### src/rtl/bif_pkg.sv
package bif_pkg;
  typedef enum logic { MODE_MEM = 1'b0, MODE_IO = 1'b1 } bus_mode_e;

  function automatic logic [7:0] onehot8(input logic [2:0] idx);
    logic [7:0] v;
    v = '0;
    v[idx] = 1'b1;
    return v;
  endfunction
endpackage

### src/rtl/bif_pin_sampler.sv
module bif_pin_sampler #(
  parameter int AW = 3,
  parameter int DW = 8
) (
  input  logic          clk,
  input  logic          rst,
  input  logic          io_mode,
  input  logic          stb,
  input  logic          cs,
  input  logic          rd_n,
  input  logic          wr_n,
  input  logic [AW-1:0] addr,
  input  logic [DW-1:0] din,
  output logic          s_mode,
  output logic          s_stb,
  output logic          s_cs,
  output logic          s_rd,
  output logic          s_wr,
  output logic [AW-1:0] s_addr,
  output logic [DW-1:0] s_din
);
  always_ff @(posedge clk) begin
    if (rst) begin
      s_mode <= 1'b0;
      s_stb  <= 1'b0;
      s_cs   <= 1'b0;
      s_rd   <= 1'b1;
      s_wr   <= 1'b1;
      s_addr <= '0;
      s_din  <= '0;
    end else begin
      s_mode <= io_mode;
      s_stb  <= stb;
      s_cs   <= cs;
      s_rd   <= rd_n;
      s_wr   <= wr_n;
      s_addr <= addr;
      s_din  <= din;
    end
  end
endmodule

### src/rtl/bif_select_latch.sv
module bif_select_latch (
  input  logic clk,
  input  logic rst,
  input  logic s_stb,
  input  logic s_cs,
  output logic sel
);
  logic held_q;

  // Open while strobe is high; keep last captured value otherwise.
  assign sel = s_stb ? s_cs : held_q;

  always_ff @(posedge clk) begin
    if (rst)        held_q <= 1'b0;
    else if (s_stb) held_q <= s_cs;
  end
endmodule

### src/rtl/bif_cycle_decode.sv
module bif_cycle_decode
  import bif_pkg::*;
#(
  parameter int AW = 3,
  parameter int DW = 8,
  localparam int NREG = 1 << AW
) (
  input  logic            clk,
  input  logic            rst,
  input  logic            s_mode,
  input  logic            s_rd,
  input  logic            s_wr,
  input  logic [AW-1:0]   s_addr,
  input  logic [DW-1:0]   s_din,
  input  logic            sel,
  output logic [NREG-1:0] rd_en,
  output logic            dout_oe,
  output logic [NREG-1:0] wr_pulse,
  output logic [DW-1:0]   wdata
);
  logic read_lvl, write_lvl, commit;
  logic win_q;
  logic [AW-1:0] last_addr_q;
  logic [DW-1:0] last_din_q;

  always_comb begin
    if (bus_mode_e'(s_mode) == MODE_MEM) begin
      write_lvl = sel & ~s_wr;
      read_lvl  = sel & ~s_rd & s_wr;
    end else begin
      write_lvl = sel & ~s_rd & s_wr;
      read_lvl  = sel & s_rd;
    end
  end

  assign commit = win_q & ~write_lvl;

  always_ff @(posedge clk) begin
    if (rst) begin
      win_q       <= 1'b0;
      last_addr_q <= '0;
      last_din_q  <= '0;
      dout_oe     <= 1'b0;
      wdata       <= '0;
    end else begin
      win_q <= write_lvl;
      if (write_lvl) begin
        last_addr_q <= s_addr;
        last_din_q  <= s_din;
      end
      dout_oe <= read_lvl;
      if (commit) wdata <= last_din_q;
    end
  end

  for (genvar g = 0; g < NREG; g++) begin : g_reg
    always_ff @(posedge clk) begin
      if (rst) begin
        rd_en[g]    <= 1'b0;
        wr_pulse[g] <= 1'b0;
      end else begin
        rd_en[g]    <= read_lvl & (s_addr == AW'(g));
        wr_pulse[g] <= commit & (last_addr_q == AW'(g));
      end
    end
  end
endmodule

### src/rtl/periph_bus_if.sv
module periph_bus_if #(
  parameter int AW = 3,
  parameter int DW = 8,
  localparam int NREG = 1 << AW
) (
  input  logic            clk,
  input  logic            rst,
  input  logic            io_mode,
  input  logic            stb,
  input  logic            cs,
  input  logic            rd_n,
  input  logic            wr_n,
  input  logic [AW-1:0]   addr,
  input  logic [DW-1:0]   din,
  output logic [NREG-1:0] rd_en,
  output logic            dout_oe,
  output logic [NREG-1:0] wr_pulse,
  output logic [DW-1:0]   wdata
);
  logic          s_mode, s_stb, s_cs, s_rd, s_wr, sel;
  logic [AW-1:0] s_addr;
  logic [DW-1:0] s_din;

  bif_pin_sampler #(.AW(AW), .DW(DW)) u_pins (
    .clk(clk), .rst(rst), .io_mode(io_mode), .stb(stb), .cs(cs),
    .rd_n(rd_n), .wr_n(wr_n), .addr(addr), .din(din),
    .s_mode(s_mode), .s_stb(s_stb), .s_cs(s_cs), .s_rd(s_rd),
    .s_wr(s_wr), .s_addr(s_addr), .s_din(s_din)
  );

  bif_select_latch u_sel (
    .clk(clk), .rst(rst), .s_stb(s_stb), .s_cs(s_cs), .sel(sel)
  );

  bif_cycle_decode #(.AW(AW), .DW(DW)) u_dec (
    .clk(clk), .rst(rst), .s_mode(s_mode), .s_rd(s_rd), .s_wr(s_wr),
    .s_addr(s_addr), .s_din(s_din), .sel(sel),
    .rd_en(rd_en), .dout_oe(dout_oe), .wr_pulse(wr_pulse), .wdata(wdata)
  );
endmodule

### config.mk
export PLATFORM = sky130hd
export DESIGN_NAME = periph_bus_if
export DESIGN_NICKNAME = d
export VERILOG_FILES = /design/src/rtl/bif_pkg.sv /design/src/rtl/bif_pin_sampler.sv /design/src/rtl/bif_select_latch.sv /design/src/rtl/bif_cycle_decode.sv /design/src/rtl/periph_bus_if.sv
export SDC_FILE = /design/constraint.sdc
export NUM_CORES = 1
export LEC_CHECK = 0
export ABC_AREA = 1
export BUFFER_PORTS_ARGS = -buffer_cell sky130_fd_sc_hd__buf_4
export CORE_MARGIN = 2
export CORE_UTILIZATION = 46
export CTS_CLUSTER_SIZE = 25
export DETAILED_ROUTE_END_ITERATION = 16
export PLACE_DENSITY = 0.77
export SLEW_MARGIN = 20
export SYNTH_ARGS = -nofsm -noshare
export SYNTH_HDL_FRONTEND = slang
export SYNTH_SLANG_ARGS = --single-unit
### constraint.sdc
create_clock -name clk -period 1.1 [get_ports clk]
set_input_delay 0.055 -clock clk [delete_from_list [all_inputs] [get_ports clk]]
set_output_delay 0.055 -clock clk [all_outputs]
set_load 0.05 [all_outputs]
# Word level (Yosys, flattened, before mapping)
# Index checks and enable logic that the tools add are counted.
# totals
output_inout_bits	25
elab_cells	72
reg_bits	54
input_bits	18
# op_classes
mux	3
eq_ne	14
reduce_logical	2
bitwise	24
# ops
cell	count
$eq A3 B3 Y1 const B	8
$and A1 B1 Y1	21
$eq A3 B2 Y1 const B	4
$eq A3 B1 Y1 const B	2
$logic_not A3 Y1	2
$mux W1	3
$not A1 Y1	3

# Logic depth before layout (Yosys ltp)
# Gate-level depths: netlist of the first run.
# depth
ltp_word	7
depth_mapped	8
mapped_depth_nobuf	7

# Modules after synthesis
# From an unflattened synthesis of the first run, not the netlist that was laid out.
# unflattened
cells_unflattened	222
hier_area_um2	1800.5
# modules_own_cells
mod	area_each_um2	n_inst	seq_area_each_um2	cells_per_inst
bif_cycle_decode	1290.0	1	740.7	163
bif_pin_sampler	455.4	1	320.3	50
bif_select_latch	55.1	1	20.0	9

# Least setup slack after synthesis of the first run
# No wires, ideal clock.
# synth_timing
path_type	register to register
start	register u_pins.s_mode
end	register u_dec.last_din_q[0]
setup_time_ns	0.116
synth_period_minus_slack_ns	0.999
path_buffers	1
required_ns	0.984
path_stages_with_launch	9
path_slack_ns	0.101
t_arrival_ns	0.884
path_cell_list	dfxtp_1 inv_2 nand2_1 nand2_1 nand2_2 buf_6 clkinv_4 nor2_1 nor2_1
# synth_via
elab_chain_cells	1
# synth_lines
element	line	source
start, declared	bif_pin_sampler.sv:14	output logic s_mode,
start signal, assigned	bif_pin_sampler.sv:32	s_mode <= io_mode;
$mux W1	bif_cycle_decode.sv:27	if (bus_mode_e'(s_mode) == MODE_MEM) begin
end signal, assigned	bif_cycle_decode.sv:49	last_din_q <= s_din;
end, declared	bif_cycle_decode.sv:24	logic [DW-1:0] last_din_q;
# No other way between the ends.
# A chain may end at the register's enable or synchronous reset.

# Worst setup path after layout of the first run
# layout_timing
start	register u_pins.s_stb
end	register u_dec.last_din_q[1]
# layout_via
elab_chain_cells	4
elab_cells_between_ends	5
classes_between	2 x mux; 3 x bitwise
# layout_lines
element	line	source
start, declared	bif_pin_sampler.sv:15	output logic s_stb,
start signal, assigned	bif_pin_sampler.sv:33	s_stb <= stb;
$mux W1 (*)	--	
$and A1 B1 Y1 (2 in a row)	bif_cycle_decode.sv:31	write_lvl = sel & ~s_rd & s_wr;
$mux W1 (*)	bif_cycle_decode.sv:27	
# Mark *: on every way between the ends. The rest lies on a longest branch, timed or not.

==> flow_summary.json, run 1 <==
{
  "r2r-start": "u_pins.s_stb$_SDFF_PP0_",
  "crit_path_end": "u_dec.last_din_q[1]$_SDFFE_PP0P_",
  "arrival_ns": 1.32,
  "diodes": 0,
  "yosysUniqueCellTypes": 22,
  "crit_cells": 5,
  "startpoint_type": "register",
  "drt_pass1_iterations": 4,
  "numPortBuffers": 42,
  "dieWidth_um": 66.7,
  "seqCellArea_mm2": 0.00109,
  "multi_input_comb_area_um2": 624,
  "clockRootBuffer": "clkbuf_8",
  "crit_fanout": 11,
  "finalHoldViolations": 0,
  "max-vdd-ir-drop_uv": 907,
  "fin_ws_ns": -0.0203,
  "remaining_drc_errors": 0,
  "finalNetCount": 295,
  "slowest_delay_ns": 0.34,
  "first_global_vias": 1343,
  "cp.buffers_inverters": 1,
  "leakagePower_nw": 1.18,
  "antenna_found_initial": 0,
  "drt_wl_total_um": 3130,
  "overflow": 0,
  "grt_start_max_net_pins": 19,
  "yosys_warnings": 0,
  "die_area_mm2": 0.00445,
  "hp-class": "in2reg",
  "worstPathRequired_ns": 1.30,
  "synth_seq_area_share_pct": 59.8,
  "rsz0062_at_grt": "true",
  "ys_seq_elements": 54,
  "htree_num_levels": 2,
  "track_usage_pct": 16.2,
  "critPathSlowestCell": "dfxtp_2",
  "r2r_end": "u_dec.last_din_q[1]$_SDFFE_PP0P_",
  "avgViaCountPerCell": 4.43,
  "drt-initial-drc-count": 90,
  "routedWlPerCell_um": 9.63,
  "core_region_area_mm2": 0.00372,
  "slew_viol_final": 0,
  "syn_nets": 232,
  "synthCells": 214,
  "cp-end-kind": "register",
  "cap_violations": 0,
  "finalSetupViolations": 7,
  "worstSetupPathType": "reg2reg",
  "violations": "setup timing",
  "dp_hpwl_um": 2030,
  "num_rows": 22,
  "n_fill_cell": 304,
  "gp_congestion": 0.761,
  "power_mw": 3.29,
  "holdWs_ns": 0.0664,
  "timing.fmax_ghz": 0.893,
  "fin_crit_sh_pct": 102,
  "clock_skew_ns": 0.00663,
  "reg2reg_setup_slack_ns": -0.02,
  "tightest_slew_ns": 0.257,
  "ff2ff_path_depth": 5,
  "ant_nets": 0,
  "grt_pass1_wl_um": 5380,
  "startpoint": "u_pins.s_stb$_SDFF_PP0_",
  "cts_setup_buffers": 0,
  "max_slew_margin_pct": 82.9,
  "vias": 1439,
  "clk_latency_ns": 0.30,
  "dieHeight_um": 66.7,
  "clkTransAtPathRegs_ns": 0.08,
  "power_density_mw_per_mm2": 1290,
  "crit_chain": "o21ai_4 -> nand2_4 -> buf_12 -> o21ai_0 -> nor2_1",
  "avgSynthCellArea_um2": 8.45,
  "fin_crit_ns": 1.12,
  "io_pins": 43,
  "syn_area_mm2": 0.00181,
  "clock_path_buffers": 2,
  "start_util_pct": 48.7,
  "status": "complete, but fails checks",
  "area_growth_syn_to_layout_pct": 41.1,
  "drive_above_1_share_pct": 31.4,
  "numCtsBuffers": 5,
  "cts.sinks": 54,
  "crit_family": "flip-flops",
  "cts_tree": "built"
}
==> final cells by class <==
class                      count  area share, %
sequential                    54           42.6
multi-input combinational    119           24.5
timing repair buffer          65           22.5
inverter                      32           5.10
clock buffer                   7           2.99
tap                           48           2.35
==> synth_stat cells (all sizes together) <==
| library cell | count | area (um^2) |
|---|---|---|
| inv | 31 | 121 |
| clkinv | 1 | 8.76 |
| nor2 | 59 | 221 |
| nand2 | 24 | 92.6 |
| clkbuf | 3 | 13.8 |
| or2 | 2 | 12.5 |
| dfxtp | 54 | 1080 |
| nand3b | 1 | 7.51 |
| nand4 | 5 | 61.3 |
| o21ai | 12 | 63.8 |
| buf | 6 | 45.0 |
| nand3 | 11 | 55.1 |
| a21oi | 5 | 25.0 |
==> power by group <==
group          switching, mW  internal, mW
clock                  0.557         0.439
sequential            0.0283          2.00
combinational          0.123         0.139
==> layer usage <==
metal	up-vias	wire length (um)	part of all wire [%]	GRT usage, %
li1	775	-	-	-
met1	628	1340	43	17.4
met2	30	1580	51	28.4
met3	6	136	4.3	5.07
met4	0	69	2.2	8.42
met5	-	0	0	0
==> how the worst min path moves through the flow <==
stage | from | end | slack (ns) | cells after the start
after detailed placement | wr_n | u_pins.s_wr$_SDFF_PP1_ | 0.24 | 2
after global placement | rd_n | u_pins.s_rd$_SDFF_PP1_ | 0.24 | 2
final | rst | u_pins.s_stb$_SDFF_PP0_ | 0.07 | 2
after global routing | rst | u_pins.s_mode$_SDFF_PP0_ | 0.07 | 2
after floorplan | rd_n | u_pins.s_rd$_SDFF_PP1_ | 0.16 | 1
after CTS | rst | u_pins.s_stb$_SDFF_PP0_ | 0.07 | 2
==> layout by cell type (no fill, tap or decap), drive strengths merged, types with 5 or more instances in the layout <==
cell,n
dfxtp,54
nor2,59
inv,31
o21ai,12
clkbuf,8
buf,48
nand4,5
nand3,11
nand2,24
a21oi,5
dlygate4sd3,16
==> cell families after synthesis <==
logic type	Yosys count	share of synthesized area (%)
AO/OA/AOI/OAI	17	4.91
buffers and inverters	41	10.4
AND/OR/NAND/NOR	102	24.9
flip-flops	54	59.8
==> repair_timing <==
action | CTS | global route
gates resized for setup | 15 | 21
endpoints found under the setup margin | 27 | 35
pin swaps | 2 | 2
endpoints found under the hold margin | 16 | 0
gates cloned | 0 | 1
hold buffers | 16 | 0
==> sequential cells by signal, indices dropped and copies added, names as in the netlist <==
register,count
u_pins.s_cs,1
u_dec.wr_pulse,8
u_pins.s_stb,1
u_dec.last_addr_q,3
u_pins.s_din,8
u_dec.last_din_q,8
u_dec.win_q,1
u_pins.s_wr,1
u_dec.dout_oe,1
u_dec.wdata,8
u_pins.s_addr,3
u_pins.s_rd,1
u_dec.rd_en,8
u_sel.held_q,1
u_pins.s_mode,1
==> metrics by stage <==
stage	setup slack, ns	cell area, um^2	util (%)	std cells	TNS [ns]
after floorplan	0.101	1810	-	214	0
after global placement	-0.0218	2200	59.1	301	-0.0455
after detailed placement	-0.0664	2200	59.1	301	-0.472
after CTS	0.00155	2470	66.4	324	0
after global routing	-0.0922	2550	68.7	325	-1.58
final	-0.0203	2550	68.7	325	-0.0635
Note: power is estimated with default switching activity, not from simulation.
==> run 2, diff against run 1 <==
clock period = 1 ns   (was 1.1 ns; I/O delays follow)
==> flow_summary.json, run 2 (same netlist as run 1, synthesis figures left out) <==
{
  "status": "complete, but fails checks",
  "violations": "setup timing",
  "startpoint_type": "register",
  "gp_congestion": 0.784,
  "max_slew_margin_pct": 84.6,
  "io_pins": 43,
  "worstSetupPathType": "reg2reg",
  "multi_input_comb_area_um2": 634,
  "slew_viol_final": 0,
  "avgViaCountPerCell": 4.38,
  "dieWidth_um": 66.7,
  "layout_commonest_cell": "nor2_1",
  "crit_fanout": 8,
  "fin_crit_sh_pct": 113,
  "slowest_delay_ns": 0.35,
  "num_rows": 22,
  "htree_num_levels": 2,
  "final_util_pct": 72.5,
  "finalSetupViolations": 37,
  "die_area_mm2": 0.00445,
  "fin_ws_ns": -0.134,
  "cp.buffers_inverters": 1,
  "diodes": 0,
  "clock_path_buffers": 2,
  "drt_pass1_iterations": 4,
  "clkTransAtPathRegs_ns": 0.09,
  "tightest_slew_ns": 0.231,
  "leakagePower_nw": 1.25,
  "clk_latency_ns": 0.30,
  "n_fill_cell": 285,
  "crit_family": "flip-flops",
  "dp_hpwl_um": 2070,
  "seqCellArea_mm2": 0.00109,
  "hp-class": "in2reg",
  "vias": 1468,
  "critPathSlowestCell": "dfxtp_2",
  "start_util_pct": 48.7,
  "finalHoldViolations": 0,
  "arrival_ns": 1.34,
  "worstPathRequired_ns": 1.20,
  "power_mw": 3.94,
  "clock_skew_ns": 0.00624,
  "overflow": 0,
  "max-vdd-ir-drop_uv": 987,
  "fin_crit_ns": 1.13,
  "numPortBuffers": 42,
  "final_cell_mix": "nor2_1, buf_4, dfxtp_1",
  "clockRootBuffer": "clkbuf_8",
  "drt_wl_total_um": 3270,
  "crit_chain": "o21ai_4 -> nand2_4 -> clkbuf_16 -> a21oi_1 -> nor2_1",
  "tns_ns": -3.20,
  "dieHeight_um": 66.7,
  "numCtsBuffers": 5,
  "grt_start_max_net_pins": 25,
  "drive_above_1_share_pct": 35.5,
  "cts_tree": "built",
  "rsz0062_at_grt": "true",
  "cts.sinks": 54,
  "timing.fmax_ghz": 0.882,
  "area_growth_syn_to_layout_pct": 49.0,
  "drt-initial-drc-count": 48,
  "core_region_area_mm2": 0.00372,
  "antenna_found_initial": 0,
  "holdWs_ns": 0.0112,
  "track_usage_pct": 15.6,
  "power_density_mw_per_mm2": 1460,
  "cap_violations": 0,
  "grt_pass1_wl_um": 5130,
  "first_global_vias": 1266,
  "finalNetCount": 304,
  "remaining_drc_errors": 0,
  "cp-end-kind": "register",
  "ant_nets": 0,
  "routedWlPerCell_um": 9.77
}
==> run 2: layout make-up <==
type / instances / share of cell area (%)
Sequential cell: 54 / 40.3
Timing Repair Buffer: 74 / 25.0
Multi-Input combinational cell: 119 / 23.5
Inverter: 32 / 4.83
Clock buffer: 5 / 2.55
Tap cell: 48 / 2.23
Clock inverter: 3 / 1.49
==> run 2: per-layer routing <==
layer | share of wire (%) | track usage (%) | vias up | routed length [um]
met5 | 0 | 0 | - | 0
met4 | 1.6 | 7.14 | 0 | 52
met3 | 5.0 | 5.41 | 5 | 165
met2 | 52 | 26.9 | 38 | 1690
met1 | 42 | 17.0 | 634 | 1370
li1 | - | - | 791 | -
==> run 2: worst reg2reg max path: stages (launching register included) <==
cell and delay, ns:
dfxtp_2 0.35, o21ai_4 0.18, nand2_4 0.14, clkbuf_16 0.19
a21oi_1 0.12, nor2_1 0.06
==> run 2: worst paths after layout <==
| check | start | end | depth (start not counted) | slack, ns |
|---|---|---|---|---|
| setup / recovery | u_pins.s_stb$_SDFF_PP0_ | u_dec.wdata[5]$_SDFFE_PP0P_ | 5 | -0.13 |
| hold / removal | rst | u_pins.s_rd$_SDFF_PP1_ | 2 | 0.01 |
| setup reg to reg | u_pins.s_stb$_SDFF_PP0_ | u_dec.wdata[5]$_SDFFE_PP0P_ | 5 | -0.13 |
| hold reg to reg | u_dec.wdata[4]$_SDFFE_PP0P_ | u_dec.wdata[4]$_SDFFE_PP0P_ | 2 | 0.47 |
==> run 2: report_power, final <==
group | switching, mW | total, mW | internal [mW]
clock | 0.652 | 1.39 | 0.736
sequential | 0.0307 | 2.23 | 2.20
combinational | 0.145 | 0.319 | 0.173
total | 0.828 | 3.94 | 3.11
==> run 2: per-stage QoR <==
stage | setup slack (ns) | instances | area, um^2
floorplan | 0.000568 | 214 | 1810
global placement | -0.159 | 305 | 2240
detailed placement | -0.178 | 305 | 2240
CTS | -0.0986 | 333 | 2610
global route | -0.193 | 335 | 2700
finish | -0.134 | 335 | 2700
==> run 2: what timing repair did <==
action | 4_1_cts | 5_1_grt
resized for setup | 33 | 10
hold buffers | 17 | 0
setup buffers | 3 | 0
endpoints found under the setup margin | 35 | 38
endpoints found under the hold margin | 16 | 0
pin swaps | 5 | 7
cloned | 0 | 2
==> run 3, diff against run 2 <==
CELL_PAD_IN_SITES_DETAIL_PLACEMENT = 1   (was unset)
CELL_PAD_IN_SITES_GLOBAL_PLACEMENT = 2   (was unset)
CORE_UTILIZATION = 27   (was 46)
REMOVE_ABC_BUFFERS = 1   (was unset)
==> flow_summary.json, run 3 (same netlist as run 1, synthesis figures left out) <==
{
  "p_seq_share_pct": 58.6,
  "violations": "DRC, setup timing",
  "sw_frac_of_total_pct": 23.0,
  "clockRootBuffer": "clkbuf_8",
  "power.clock.fraction_pct": 32.8,
  "pre_cts_slack_ns": -0.141,
  "fin_crit_ns": 1.12,
  "num_rows": 29,
  "area_growth_syn_to_layout_pct": 48.0,
  "track_usage_pct": 11.0,
  "avgViaCountPerCell": 4.16,
  "clock_skew_ns": 0.00850,
  "tightest_slew_ns": 0.229,
  "max_slew_margin_pct": 84.7,
  "rsz0062_at_grt": "true",
  "numPortBuffers": 42,
  "p_sw_uw": 875,
  "cp-end-kind": "register",
  "numCtsBuffers": 5,
  "r2r-start": "u_sel.held_q$_SDFF_PP0_",
  "gp_congestion": 0.663,
  "slew_viol_final": 0,
  "diodes": 0,
  "whs_endpoint": "u_pins.s_rd$_SDFF_PP1_",
  "placed_cell_area_mm2": 0.00226,
  "cts_tree": "built",
  "status": "complete, but fails checks",
  "hp-class": "in2reg",
  "drt_wl_total_um": 3900,
  "clock_path_buffers": 2,
  "crit_fanout": 4,
  "finalHoldViolations": 0,
  "dieHeight_um": 85.9,
  "drt-initial-drc-count": 22,
  "routedWlPerCell_um": 10.7,
  "core_region_area_mm2": 0.00642,
  "p_int_mw": 2.93,
  "vias": 1519,
  "overflow": 0,
  "stdcell_area_mm2": 0.00268,
  "clk_latency_ns": 0.30,
  "antenna_found_initial": 0,
  "finalSetupViolations": 35,
  "ant_nets": 0,
  "worstPathRequired_ns": 1.25,
  "cts.sinks": 54,
  "reg2reg_setup_slack_ns": -0.12,
  "drt_pass1_iterations": 12,
  "fin_ws_ns": -0.123,
  "grt_pass1_wl_um": 6350,
  "max-vdd-ir-drop_uv": 576,
  "remaining_drc_errors": 3,
  "dieWidth_um": 85.9,
  "htree_num_levels": 2,
  "drive_above_1_share_pct": 37.2,
  "pwr-share-comb_pct": 8.6,
  "finalNetCount": 305,
  "r2r_end": "u_dec.rd_en[5]$_SDFF_PP0_",
  "die_area_mm2": 0.00737,
  "tns_ns": -2.76,
  "worstSetupPathType": "reg2reg",
  "final_cell_mix": "buf_4, nor2_1, dfxtp_1",
  "cap_violations": 0,
  "final_cells": 365,
  "fin_crit_sh_pct": 112,
  "dp_hpwl_um": 2690,
  "power_mw": 3.80,
  "layout_commonest_cell": "buf_4",
  "io_pins": 43,
  "clkTransAtPathRegs_ns": 0.09,
  "first_global_vias": 1439,
  "ff2ff_path_depth": 8,
  "holdWs_ns": 0.0355,
  "leakagePower_nw": 1.21,
  "grt_start_max_net_pins": 17,
  "final_util_pct": 41.7,
  "start_util_pct": 28.2,
  "holdPathStages": 2,
  "power_density_mw_per_mm2": 1420,
  "arrival_ns": 1.37,
  "min_from": "rst",
  "dp.cells": 337,
  "startpoint_type": "register",
  "timing.fmax_ghz": 0.891
}
==> run 3: cell types whose count changed in the layout (fill, tap and decap cells not counted), sizes merged <==
cell,before,now
bufinv,1,0
clkinvlp,0,1
clkinv,3,2
clkbuf,7,6
buf,55,58
==> run 3: layout make-up <==
type                       instances  area [um^2]
tap                               77         96.3
multi-input combinational        119          638
fill                             760         3740
sequential                        54         1090
clock inverter                     2         12.5
inverter                          32          133
timing repair buffer              75          628
clock buffer                       6         82.6
==> run 3: worst max path at each step <==
stage	startpoint	end	slack [ns]	cells after the start
6_report	u_sel.held_q$_SDFF_PP0_	u_dec.rd_en[5]$_SDFF_PP0_	-0.12	8
4_1_cts	u_sel.held_q$_SDFF_PP0_	u_dec.rd_en[1]$_SDFF_PP0_	-0.12	7
5_1_grt	u_sel.held_q$_SDFF_PP0_	u_dec.rd_en[2]$_SDFF_PP0_	-0.22	7
2_1_floorplan	u_pins.s_mode$_SDFF_PP0_	u_dec.last_addr_q[1]$_SDFFE_PP0P_	-0.21	7
3_3_place_gp	u_sel.held_q$_SDFF_PP0_	u_dec.last_addr_q[1]$_SDFFE_PP0P_	-0.13	6
3_5_place_dp	u_pins.s_rd$_SDFF_PP1_	u_dec.rd_en[5]$_SDFF_PP0_	-0.14	5
==> run 3: routing by layer <==
layer,vias to the layer above,track usage [%],wire [um],part of all wire (%)
li1,791,-,-,-
met1,695,12.1,1610,41
met2,28,20.2,2110,54
met3,5,2.89,131,3.4
met4,0,3.90,53,1.4
met5,-,0,0,0
==> run 3: timing repair <==
action / 4_1_cts / 5_1_grt
hold buffers: 17 / 0
cloned: 0 / 1
endpoints found under the setup margin: 36 / 38
endpoints found under the hold margin: 16 / 0
gates resized for setup: 26 / 26
pin swaps: 4 / 10
buffers inserted: 1 / 2
==> run 3: worst max-delay path: stages (launching register included) <==
cell and delay (ns):
dfxtp_2 0.33, inv_2 0.04, o21ai_4 0.17, buf_6 0.12, nand2_4 0.05, inv_4 0.06
buf_4 0.10, nand3_4 0.08, nor2_2 0.11
==> run 3: power groups by stage <==
stage,registers [mW],logic [mW],clock network (mW)
2_1_floorplan,2.28,0.102,0
3_3_place_gp,2.27,0.233,0
3_5_place_dp,2.27,0.236,0
4_1_cts,2.23,0.306,1.30
5_1_grt,2.24,0.362,1.38
6_report,2.23,0.325,1.25
